File: config.mk
export PLATFORM = sky130hd
export DESIGN_NAME = lsag_top
export DESIGN_NICKNAME = d
export VERILOG_FILES = /design/src/rtl/lsag_pkg.sv /design/src/rtl/lsag_ctrl.sv /design/src/rtl/lsag_dp.sv /design/src/rtl/lsag_top.sv
export SDC_FILE = /design/constraint.sdc
export NUM_CORES = 1
export LEC_CHECK = 0
export BUFFER_PORTS_ARGS = -buffer_cell sky130_fd_sc_hd__buf_2
export CORE_ASPECT_RATIO = 0.8
export CORE_UTILIZATION = 60
export DETAILED_ROUTE_END_ITERATION = 6
export GPL_TIMING_DRIVEN = 0
export PLACE_DENSITY = 0.89
export SLEW_MARGIN = 20
export SYNTH_ARGS = -nofsm -noshare
export SYNTH_HDL_FRONTEND = slang
export SYNTH_SLANG_ARGS = --single-unit
File: constraint.sdc
create_clock -name clk -period 11.4 [get_ports clk]
set_clock_uncertainty 0.1 [all_clocks]
set_input_delay 2.28 -clock clk [delete_from_list [all_inputs] [get_ports clk]]
set_output_delay 2.28 -clock clk [all_outputs]
set_load 0.01 [all_outputs]
File: src/rtl/lsag_pkg.sv
package lsag_pkg;

  typedef enum logic [1:0] {
    MODE_OFFSET = 2'b00,
    MODE_PRE    = 2'b01,
    MODE_POST   = 2'b10,
    MODE_ALT    = 2'b11
  } addrMode_e;

  // strobes from control to datapath
  typedef struct packed {
    logic load;       // capture a new result
    logic useImm;     // offset from immediate
    logic useShift;   // index shifted left
    logic doSub;      // base minus offset
    logic addrBase;   // address is the unmodified base
    logic wbEnable;   // request base update
  } lsagCtrl_t;

endpackage

File: src/rtl/lsag_ctrl.sv
module lsag_ctrl
  import lsag_pkg::*;
(
  input  logic        inValid,
  input  logic [1:0]  srcSel,
  input  logic        subtract,
  input  logic [1:0]  mode,
  output lsagCtrl_t   ctrl
);

  addrMode_e modeE;

  always_comb begin
    modeE         = addrMode_e'(mode);
    ctrl.load     = inValid;
    ctrl.useImm   = (srcSel == 2'b00);
    ctrl.useShift = srcSel[1];
    ctrl.doSub    = subtract;
    ctrl.addrBase = (modeE == MODE_POST);
    ctrl.wbEnable = inValid && ((modeE == MODE_PRE) || (modeE == MODE_POST));
  end

endmodule

File: src/rtl/lsag_dp.sv
module lsag_dp
  import lsag_pkg::*;
#(
  parameter int DATA_W = 32,
  parameter int IMM_W  = 12,
  localparam int SH_W  = $clog2(DATA_W)
) (
  input  logic              clk,
  input  logic              rstN,
  input  lsagCtrl_t         ctrl,
  input  logic [DATA_W-1:0] base,
  input  logic [IMM_W-1:0]  imm,
  input  logic [DATA_W-1:0] index,
  input  logic [SH_W-1:0]   shamt,
  output logic              outValid,
  output logic [DATA_W-1:0] effAddr,
  output logic [DATA_W-1:0] wbValue,
  output logic              wbEn
);

  localparam int PAD_W = DATA_W - IMM_W;

  logic [DATA_W-1:0] immExt;
  logic [DATA_W-1:0] idxOff;
  logic [DATA_W-1:0] offset;
  logic [DATA_W-1:0] addend;
  logic [DATA_W-1:0] sum;

  generate
    if (PAD_W > 0) begin : g_pad
      assign immExt = {{PAD_W{1'b0}}, imm};
    end else begin : g_nopad
      assign immExt = imm[DATA_W-1:0];
    end
  endgenerate

  always_comb begin
    idxOff = ctrl.useShift ? (index << shamt) : index;
    offset = ctrl.useImm ? immExt : idxOff;
    // single adder: subtraction through inverted addend plus carry-in
    addend = ctrl.doSub ? ~offset : offset;
    sum    = base + addend + {{(DATA_W-1){1'b0}}, ctrl.doSub};
  end

  always_ff @(posedge clk) begin
    if (!rstN) begin
      outValid <= 1'b0;
      wbEn     <= 1'b0;
      effAddr  <= '0;
      wbValue  <= '0;
    end else begin
      outValid <= ctrl.load;
      wbEn     <= ctrl.wbEnable;
      if (ctrl.load) begin
        effAddr <= ctrl.addrBase ? base : sum;
        wbValue <= sum;
      end
    end
  end

endmodule

File: src/rtl/lsag_top.sv
module lsag_top
  import lsag_pkg::*;
#(
  parameter int DATA_W = 32,
  parameter int IMM_W  = 12,
  localparam int SH_W  = $clog2(DATA_W)
) (
  input  logic              clk,
  input  logic              rstN,
  input  logic              inValid,
  input  logic [DATA_W-1:0] base,
  input  logic [IMM_W-1:0]  imm,
  input  logic [DATA_W-1:0] index,
  input  logic [SH_W-1:0]   shamt,
  input  logic [1:0]        srcSel,
  input  logic              subtract,
  input  logic [1:0]        mode,
  output logic              outValid,
  output logic [DATA_W-1:0] effAddr,
  output logic [DATA_W-1:0] wbValue,
  output logic              wbEn
);

  lsagCtrl_t ctrl;

  lsag_ctrl u_ctrl (
    .inValid (inValid),
    .srcSel  (srcSel),
    .subtract(subtract),
    .mode    (mode),
    .ctrl    (ctrl)
  );

  lsag_dp #(.DATA_W(DATA_W), .IMM_W(IMM_W)) u_dp (
    .clk     (clk),
    .rstN    (rstN),
    .ctrl    (ctrl),
    .base    (base),
    .imm     (imm),
    .index   (index),
    .shamt   (shamt),
    .outValid(outValid),
    .effAddr (effAddr),
    .wbValue (wbValue),
    .wbEn    (wbEn)
  );

endmodule

==> results.json, run 1 <==
{
  "status": "finished, final reports clean",
  "grt_pass1_wl_microns": 34000,
  "cts_hold_buf": 0,
  "rsz0062_at_grt": "no",
  "clkPwrFrac_pct": 28.6,
  "power_mw": 1.099,
  "period_minus_slack_ns": 7.506,
  "postSynth.asyncResetShare_pct": 0,
  "cp-startpoint": "shamt[1]",
  "cts_setup_buffers": 0,
  "ys.warnings.count": 0,
  "cts_tree": "done",
  "postLayoutCoreUtil_pct": 74.87,
  "hold_class": "reg2reg",
  "power.share.sequential_pct": 26.0,
  "diodes": 0,
  "cts_buffer_depth": 2,
  "synth_seq_area_share_pct": 20.13,
  "hpwl_microns": 17360,
  "vias": 7206,
  "clk_pin_slew_ns": 0.06,
  "dr_wl_met2_microns": 9374,
  "setup_viol": 0,
  "cp-start-kind": "input port",
  "grt-ovfl-total": 0,
  "postSynthAreaPerCell_sq_um": 8.152,
  "synth_top_area_share_pct": 20.13,
  "critPathMaxStageDelay_ns": 0.54,
  "die_h_microns": 95.54,
  "maxSlewViolCount": 0,
  "cp_max_fo": 10,
  "wl_met1_microns": 9616,
  "worstMarginPinSlew_ns": 0.8240,
  "p_sw_uw": 423.1,
  "ant_nets": 0,
  "drt-total-wl_microns": 22210,
  "r2r_start": "u_dp.effAddr[2]",
  "grt_start_max_net_pins": 13,
  "place_congestion": 0.9848,
  "path_cells": "buf_2 -> buf_1 -> clkbuf_1 -> mux4_2 -> mux2i_1 -> o22ai_1 -> o21ai_0 -> xnor2_1 -> ha_1 -> clkbuf_1 -> a2111oi_0 -> o21ai_1 -> nand3_1 -> o21ai_0 -> o21ai_2 -> o211a_4 -> o31ai_1 -> a311oi_1 -> xnor2_1 -> a21oi_1",
  "power.density_nw_per_um2": 140.5,
  "route.met3.wl_microns": 2464,
  "fillers": 774,
  "post_cts_resized": 0,
  "synthesis.area_sq_um": 6563,
  "holdCritStartpoint": "u_dp.effAddr[21]",
  "synth_area_leaders": "dfxtp_1 (20%), mux2i_1 (11%), mux4_2 (6.9%)",
  "synth-main-ff-cell": "dfxtp_1",
  "dr.pass1.iters": 5,
  "syn_to_final_growth_pct": 19.18,
  "io_buffers": 149,
  "synth_nets": 929,
  "clock.fmax_mhz": 133.2,
  "cts_buffers": 9,
  "path_class": "in2reg",
  "sw_frac_of_total_pct": 38.51,
  "tns_ns": 0,
  "wl_per_cell_microns": 20.01,
  "synth-edff-count": 0,
  "cts_htree_levels": 3,
  "design_area_sq_um": 7821,
  "p_int_uw": 675.6,
  "cp.required_ns": 11.49,
  "post_drt_via_cell_ratio": 6.492,
  "grt_pass1_vias": 6412,
  "clk_latency_ns": 0.34,
  "core_sq_um": 10450,
  "synth_cell_types": 59,
  "cts.sinks": 66,
  "final_nets": 1089,
  "syn-instance-count": 805,
  "placed_area_sq_um": 7483,
  "cp.arrival_ns": 7.60,
  "critPathBufInv": 4,
  "die_area_sq_um": 11360,
  "synth.largest_area_cell": "dfxtp_1",
  "synth.most_common_cell": "mux2i_1",
  "timing.final.ws_setup_ns": 3.894,
  "synth_seq_cells": 66,
  "cp-end-kind": "flip-flop",
  "layout-drive-gt1-share_pct": 23.20,
  "crit_path_top_delay_cell": "clkbuf_1",
  "p_leak_nw": 3.512,
  "hold_viol": 0,
  "comb_power_share_pct": 45.4,
  "peakVddDrop_mv": 0.1021,
  "grtUsageTotal_pct": 39.12,
  "cap_viol_max_count": 0,
  "fp.dieW_microns": 118.9,
  "first_iter_violations": 781,
  "drc": 0,
  "cts_root_buffer": "clkbuf_16",
  "path_delay_family": "compound AO/OA/AOI/OAI gates",
  "io_pins": 155,
  "dpl_worst_slack_ns": 3.845,
  "synth_common_cells": "mux2i_1 (75), nor2_1 (74), nand2_1 (67), dfxtp_1 (66), o21ai_0 (58)",
  "routed.top_layer": "met4",
  "start_util_pct": 62.82,
  "max_slew_margin_pct": 45.07,
  "period_share_pct": 65.84,
  "antenna_found_initial": 0,
  "row_count": 33
}
==> cells in the final DEF (no fill, tap or decap), types with 5 or more instances in the layout <==
cell	netlist	routed
inv_1	20	20
mux4_2	20	20
xnor2_1	44	44
o21ai_1	5	5
nor2b_1	21	21
nand4_1	8	8
nand2_1	67	67
o21bai_1	9	9
ha_1	34	34
a211oi_1	20	20
xor2_1	18	18
o211ai_1	8	8
a311oi_1	5	5
buf_2	6	155
clkbuf_1	46	46
a21o_1	17	17
nor2_1	74	74
mux2_2	18	18
clkbuf_16	0	9
a21oi_1	52	52
nand3_1	17	17
o21ai_0	58	58
nand2b_1	12	12
mux2i_1	75	75
o22ai_1	16	16
nand3b_1	5	5
buf_1	5	5
dfxtp_1	66	66
==> state kept, by name, indices dropped and copies added (netlist names) <==
| name | cells |
|---|---|
| u_dp.wbEn | 1 |
| u_dp.effAddr | 32 |
| u_dp.outValid | 1 |
| u_dp.wbValue | 32 |
==> logic make-up (layout without fill, tap and decap cells) <==
group	after synthesis	count (layout)	synth area share [%]
and+or+nand+nor	229	229	16.64
muxes	113	113	21.39
AOI/OAI and AO/OA	221	221	21.91
adders and majority gates	35	35	6.787
DFF	66	66	20.13
buffers and inverters	79	244	4.862
xor gates and xnor gates	62	62	8.275
==> final timing paths <==
check	depth (start not counted)	to	slack (ns)
worst min-delay path	1	u_dp.effAddr[21]	0.38
worst max-delay path	20	u_dp.wbValue[31]	3.89
worst min register to register	1	u_dp.effAddr[21]	0.38
worst max register to register	2	u_dp.effAddr[2]	10.54
==> power groups by stage <==
stage	sequential, mW	clock (mW)	combinational, mW
CTS	0.285	0.312	0.485
global placement	0.288	0	0.470
global route	0.288	0.324	0.535
floorplan	0.303	0	0.319
detailed placement	0.289	0	0.477
finish	0.285	0.314	0.499
==> worst register-to-register path: stages (launching register included) <==
cell and delay [ns]:
dfxtp_1 0.33, nor2_1 0.06, a311oi_1 0.28
==> metal layers <==
layer	vias up	GRT usage [%]
met2	480	58.43
met1	3391	54.13
met4	0	14.87
li1	3253	-
met3	82	9.868
met5	-	0
==> cell type report <==
| class | instances | area, sq um | share of cell area, % |
|---|---|---|---|
| multi-input cells | 660 | 4922 | 62.93 |
| repair buffers | 149 | 745.7 | 9.534 |
| flip-flops and latches | 66 | 1321 | 16.89 |
| plain buffers | 59 | 244.0 | 3.120 |
| well taps | 140 | 175.2 | 2.240 |
| clock buffers | 11 | 252.7 | 3.231 |
| inverters | 20 | 75.07 | 0.9598 |
| clock inverters | 5 | 85.08 | 1.088 |
==> metrics by stage <==
stage | hold slack (ns) | cells
5_1_grt | 0.4054 | 1110
2_1_floorplan | 0.3982 | 805
6_report | 0.3791 | 1110
3_5_place_dp | 0.3658 | 1094
4_1_cts | 0.3787 | 1110
3_3_place_gp | 0.3594 | 1094
Power figures use the tool's default switching activity.
==> inputs of run 2 (changes only) <==
--- a/config.mk
+++ b/config.mk
@@ -7,10 +7,10 @@
 export LEC_CHECK = 0
 export BUFFER_PORTS_ARGS = -buffer_cell sky130_fd_sc_hd__buf_2
 export CORE_ASPECT_RATIO = 0.8
-export CORE_UTILIZATION = 60
+export CORE_UTILIZATION = 56
 export DETAILED_ROUTE_END_ITERATION = 6
 export GPL_TIMING_DRIVEN = 0
-export PLACE_DENSITY = 0.89
+export PLACE_DENSITY = 0.84
 export SLEW_MARGIN = 20
 export SYNTH_ARGS = -nofsm -noshare
 export SYNTH_HDL_FRONTEND = slang
==> constraint.sdc (replaced) <==
create_clock -name clk -period 7.5 [get_ports clk]
set_clock_uncertainty 0.1 [all_clocks]
set_input_delay 1.5 -clock clk [delete_from_list [all_inputs] [get_ports clk]]
set_output_delay 1.5 -clock clk [all_outputs]
set_load 0.01 [all_outputs]
==> run 2 against run 1 <==
Net effect:
- sequential power grew 52%
- sequential share of layout area up 0.084 points
- cell count rose by 0.18%
- non-clock buffer count did not move
- largest power group unchanged
- hold slack got worse by 0.0054 ns
- setup slack got worse by 3.3 ns
- first-iteration DRC count up 0.51%
==> results.json, run 2 (synthesis gave the netlist of run 1 again) <==
{
  "status": "finished, final reports clean",
  "grt_start_max_net_pins": 11,
  "cts_buffer_depth": 2,
  "clk_pin_slew_ns": 0.05,
  "period_minus_slack_ns": 6.859,
  "clk_latency_ns": 0.33,
  "max_slew_margin_pct": 46.36,
  "final_nets": 1089,
  "syn_to_final_growth_pct": 18.59,
  "hold_viol": 0,
  "die_h_microns": 98.83,
  "hpwl_microns": 17820,
  "antenna_found_initial": 0,
  "final_cell_mix": "buf_2 (155), mux2i_1 (75), nor2_1 (74)",
  "grtUsageTotal_pct": 37.09,
  "cp.arrival_ns": 6.96,
  "start_util_pct": 58.88,
  "peakVddDrop_mv": 0.1490,
  "cts_setup_buffers": 0,
  "place_congestion": 0.9886,
  "power.density_nw_per_um2": 206.5,
  "cp-end-kind": "flip-flop",
  "placed_area_sq_um": 7488,
  "p_leak_nw": 3.491,
  "core_sq_um": 11150,
  "cts_root_buffer": "clkbuf_16",
  "maxSlewViolCount": 0,
  "cts_hold_buf": 0,
  "cp_max_fo": 10,
  "cp-start-kind": "input port",
  "diodes": 0,
  "wl_per_cell_microns": 19.96,
  "die_area_sq_um": 12160,
  "io_pins": 155,
  "drc": 0,
  "period_share_pct": 91.45,
  "tns_ns": 0,
  "vias": 7072,
  "cts_htree_levels": 3,
  "grt-ovfl-total": 0,
  "cp.required_ns": 7.60,
  "multiInputGateArea_sq_um": 4922,
  "clock.fmax_mhz": 145.8,
  "row_count": 34,
  "design_area_sq_um": 7782,
  "rsz0062_at_grt": "no",
  "grt_pass1_vias": 6676,
  "io_buffers": 149,
  "cts_tree": "done",
  "layout_commonest_cell": "buf_2",
  "top_regs": "u_dp.effAddr x32, u_dp.wbValue x32",
  "cap_viol_max_count": 0,
  "post_cts_resized": 0,
  "layout-drive-gt1-share_pct": 22.93,
  "fp.dieW_microns": 123.0,
  "drt-total-wl_microns": 22190,
  "cts_buffers": 9,
  "dr.pass1.iters": 5,
  "cts.sinks": 66,
  "regArea_sq_um": 1321,
  "fillers": 951,
  "setup_viol": 0,
  "worstMarginPinSlew_ns": 0.8047,
  "hold_class": "reg2reg",
  "path_class": "in2reg",
  "ant_nets": 0,
  "post_drt_via_cell_ratio": 6.360,
  "grt_pass1_wl_microns": 34670,
  "first_iter_violations": 785
}
[run 2: cell types whose count changed in the layout (fill, tap and decap cells not counted)]
cell,change
clkinv_4,-1
inv_6,-1
clkbuf_1,+1
bufinv_16,-1
[run 2: where the power goes]
part | switching, mW | internal (mW) | total [mW]
clock | 0.148 | 0.272 | 0.420
sequential | 0.0295 | 0.405 | 0.434
combinational | 0.442 | 0.311 | 0.753
[run 2: worst max-delay path, cell delays in order]
cell	delay, ns
buf_2	0.15
buf_1	0.58
clkbuf_1	0.58
mux4_2	0.46
mux2i_1	0.55
o22ai_1	0.17
o21ai_0	0.13
xnor2_1	0.17
ha_1	0.26
clkbuf_1	0.18
a2111oi_0	0.42
o21ai_1	0.17
nand3_1	0.14
o21ai_0	0.14
o21ai_2	0.26
o211a_4	0.24
nor3_1	0.06
or3_1	0.33
xnor2_1	0.28
o211ai_1	0.15
[run 2: path summary, 6_finish.rpt]
kind         depth (start not counted)              from  slack, ns                to
max                                 20          shamt[1]       0.64  u_dp.effAddr[29]
min                                  2  u_dp.wbValue[27]       0.37  u_dp.wbValue[27]
max reg2reg                          2   u_dp.effAddr[9]       6.64   u_dp.effAddr[9]
min reg2reg                          2  u_dp.wbValue[27]       0.37  u_dp.wbValue[27]
[run 2: final cells by class]
| class | instances | share of cell area (%) |
|---|---|---|
| Tap cell | 144 | 2.315 |
| Clock buffer | 12 | 3.296 |
| Timing Repair Buffer | 149 | 9.582 |
| Sequential cell | 66 | 16.98 |
| Buffer | 59 | 3.135 |
| Inverter | 20 | 0.9646 |
| Clock inverter | 2 | 0.4823 |
| Multi-Input combinational cell | 660 | 63.25 |
[run 2: metrics by stage]
step	hold WS, ns	power [mW]	setup slack [ns]	utilization [%]	cells
global placement	0.3603	1.154	0.6981	67.19	1098
detailed placement	0.3658	1.167	0.6460	67.19	1098
floorplan	0.3982	0.9460	1.739	-	805
finish	0.3737	1.607	0.6414	69.82	1112
CTS	0.3756	1.590	0.9585	69.82	1112
global route	0.3998	1.694	0.3751	69.82	1112
[run 2: layer usage]
metal | global-route usage, % | part of all wire (%)
met2 | 54.84 | 43
met1 | 51.18 | 42
met5 | 0 | 0
met3 | 13.02 | 13
met4 | 9.268 | 2.2
==> inputs of run 3 (changes only) <==
--- a/config.mk
+++ b/config.mk
@@ -5,12 +5,14 @@
 export SDC_FILE = /design/constraint.sdc
 export NUM_CORES = 1
 export LEC_CHECK = 0
+export ABC_AREA = 1
 export BUFFER_PORTS_ARGS = -buffer_cell sky130_fd_sc_hd__buf_2
 export CORE_ASPECT_RATIO = 0.8
 export CORE_UTILIZATION = 56
 export DETAILED_ROUTE_END_ITERATION = 6
 export GPL_TIMING_DRIVEN = 0
-export PLACE_DENSITY = 0.84
+export PLACE_DENSITY = 0.83
+export SKIP_LAST_GASP = 1
 export SLEW_MARGIN = 20
 export SYNTH_ARGS = -nofsm -noshare
 export SYNTH_HDL_FRONTEND = slang
==> run 3 against run 2 <==
Net effect:
- the flow now finishes with violations (DRC)
- power up 6.3%
- routed wire length up 27%
- setup slack better by 1.2 ns
- maximum frequency up 21%
- final area up 3.9%
- synthesized area up 3.7%
- non-clock buffer count up 6
- highest routed layer unchanged
==> results.json, run 3 <==
{
  "status": "complete, but fails checks",
  "violations": "DRC",
  "post_drt_via_cell_ratio": 6.318,
  "cts_htree_levels": 3,
  "post_cts_resized": 0,
  "synth_seq_area_share_pct": 19.42,
  "cts_root_buffer": "clkbuf_16",
  "grtUsageTotal_pct": 44.57,
  "clk_pin_slew_ns": 0.06,
  "drt-total-wl_microns": 28190,
  "cts_buffer_depth": 2,
  "final_nets": 1397,
  "postSynthAreaPerCell_sq_um": 6.119,
  "final_cell_mix": "nand2_1 (285), buf_2 (160), inv_1 (95)",
  "tns_ns": 0,
  "fp.dieW_microns": 125.2,
  "start_util_pct": 58.19,
  "drc": 14,
  "cts_buffers": 9,
  "vias": 9010,
  "cp-end-kind": "flip-flop",
  "layout_commonest_cell": "nand2_1",
  "synth_common_cells": "nand2_1 (285), inv_1 (95), nor2_1 (88), o21ai_0 (88), nand3_1 (79)",
  "reg2reg_depth": 4,
  "hold_class": "reg2reg",
  "place_congestion": 1.026,
  "dr.pass1.iters": 7,
  "io_buffers": 150,
  "hold_ws_ns": 0.3631,
  "synth-edff-count": 0,
  "top_regs": "u_dp.effAddr x32, u_dp.wbValue x32",
  "wl_per_cell_microns": 19.77,
  "postSynth.asyncResetShare_pct": 0,
  "r2r_end": "u_dp.wbValue[2]",
  "cp.required_ns": 7.63,
  "postLayoutCoreUtil_pct": 69.18,
  "grt_pass1_wl_microns": 43460,
  "ant_nets": 0,
  "cp-startpoint": "shamt[2]",
  "hpwl_microns": 21970,
  "rsz0062_at_grt": "no",
  "cts_tree": "done",
  "period_share_pct": 75.80,
  "fillers": 1063,
  "worstMarginPinSlew_ns": 0.7985,
  "first_iter_violations": 1251,
  "cts.sinks": 66,
  "period_minus_slack_ns": 5.685,
  "synthesis.area_sq_um": 6804,
  "holdCritStartpoint": "u_dp.effAddr[30]",
  "stdcell_count": 1426,
  "row_count": 35,
  "path_class": "in2reg",
  "synth_top_area_share_pct": 19.42,
  "cts_setup_buffers": 0,
  "io_pins": 155,
  "timing.final.ws_setup_ns": 1.815,
  "place_inst": 1410,
  "placed_area_sq_um": 7740,
  "design_area_sq_um": 8089,
  "die_area_sq_um": 12600,
  "synth_cell_types": 57,
  "maxSlewViolCount": 0,
  "die_h_microns": 100.6,
  "synth-main-ff-cell": "dfxtp_1",
  "grt_start_max_net_pins": 14,
  "clock.fmax_mhz": 175.9,
  "synth_nets": 1236,
  "setup_viol": 0,
  "cp.arrival_ns": 5.82,
  "power_mw": 1.709,
  "diodes": 0,
  "r2r_start": "u_dp.wbValue[2]",
  "ys.warnings.count": 0,
  "hold_viol": 0,
  "max_slew_margin_pct": 46.77,
  "p_leak_nw": 4.111,
  "dpl_worst_slack_ns": 1.814,
  "synth.largest_area_cell": "dfxtp_1",
  "power.density_nw_per_um2": 211.3,
  "cp-start-kind": "input port",
  "rrSetupSlack_ns": 6.62,
  "syn_to_final_growth_pct": 18.89,
  "grt-ovfl-total": 0,
  "crit_end": "u_dp.wbValue[26]",
  "core_sq_um": 11690,
  "layout-drive-gt1-share_pct": 17.29,
  "antenna_found_initial": 0,
  "cap_viol_max_count": 0,
  "synth_area_leaders": "dfxtp_1 (19%), nand2_1 (16%), o21ai_0 (6.5%)",
  "peakVddDrop_mv": 0.1709,
  "synth_seq_cells": 66,
  "cp_max_fo": 10,
  "syn-instance-count": 1112,
  "grt_pass1_vias": 8159,
  "clk_latency_ns": 0.34,
  "cts_hold_buf": 0,
  "synth.most_common_cell": "nand2_1"
}
-- run 3: area by class of cell --
class | count | area, sq um | share of cell area [%]
Multi-Input combinational cell | 881 | 4812 | 59.49
Sequential cell | 66 | 1321 | 16.33
Timing Repair Buffer | 150 | 750.7 | 9.281
Inverter | 101 | 384.1 | 4.749
Buffer | 64 | 286.5 | 3.542
Clock buffer | 9 | 225.2 | 2.784
Tap cell | 148 | 185.2 | 2.289
Clock inverter | 7 | 123.9 | 1.531
-- run 3: power by group --
group          switching, mW  internal (mW)
sequential            0.0258          0.397
clock                  0.173          0.328
combinational          0.517          0.269
-- run 3: metal layers --
| metal | global-route usage [%] | up-vias | share of wire (%) |
|---|---|---|---|
| met5 | 0 | - | 0 |
| met4 | 16.42 | 0 | 3.4 |
| met3 | 17.25 | 117 | 16 |
| met2 | 62.78 | 786 | 39 |
| met1 | 60.93 | 4030 | 41 |
| li1 | - | 4077 | - |
-- run 3: worst max-delay path, stage by stage --
cell	delay (ns)
buf_2	0.09
clkbuf_1	0.47
clkbuf_1	0.51
o21ai_0	0.29
o21ai_0	0.52
o21ai_0	0.16
nand2_1	0.11
xor2_1	0.23
ha_1	0.33
a21oi_1	0.16
inv_1	0.08
a21oi_1	0.25
o21ai_0	0.13
nand2_1	0.08
nand3_1	0.23
a21o_1	0.26
nand2_1	0.08
nand3b_1	0.12
o211ai_1	0.16
inv_1	0.06
-- run 3: kinds of logic after synthesis --
group / Yosys count / share of synthesized area, %
DFF: 66 / 19.42
and+or+nand+nor: 502 / 31.61
AOI/OAI and AO/OA: 292 / 25.78
xor gates and xnor gates: 47 / 6.050
buffers and inverters: 165 / 9.857
muxes: 5 / 0.7356
adders and majority gates: 35 / 6.547
-- run 3: how the worst min path moves through the flow --
stage	to	slack [ns]	cells past startpoint
after floorplan	u_dp.effAddr[0]	0.39	2
after global placement	u_dp.effAddr[7]	0.35	2
after detailed placement	u_dp.effAddr[30]	0.36	2
after CTS	u_dp.effAddr[30]	0.36	2
after global routing	u_dp.effAddr[7]	0.38	2
final	u_dp.effAddr[30]	0.36	2
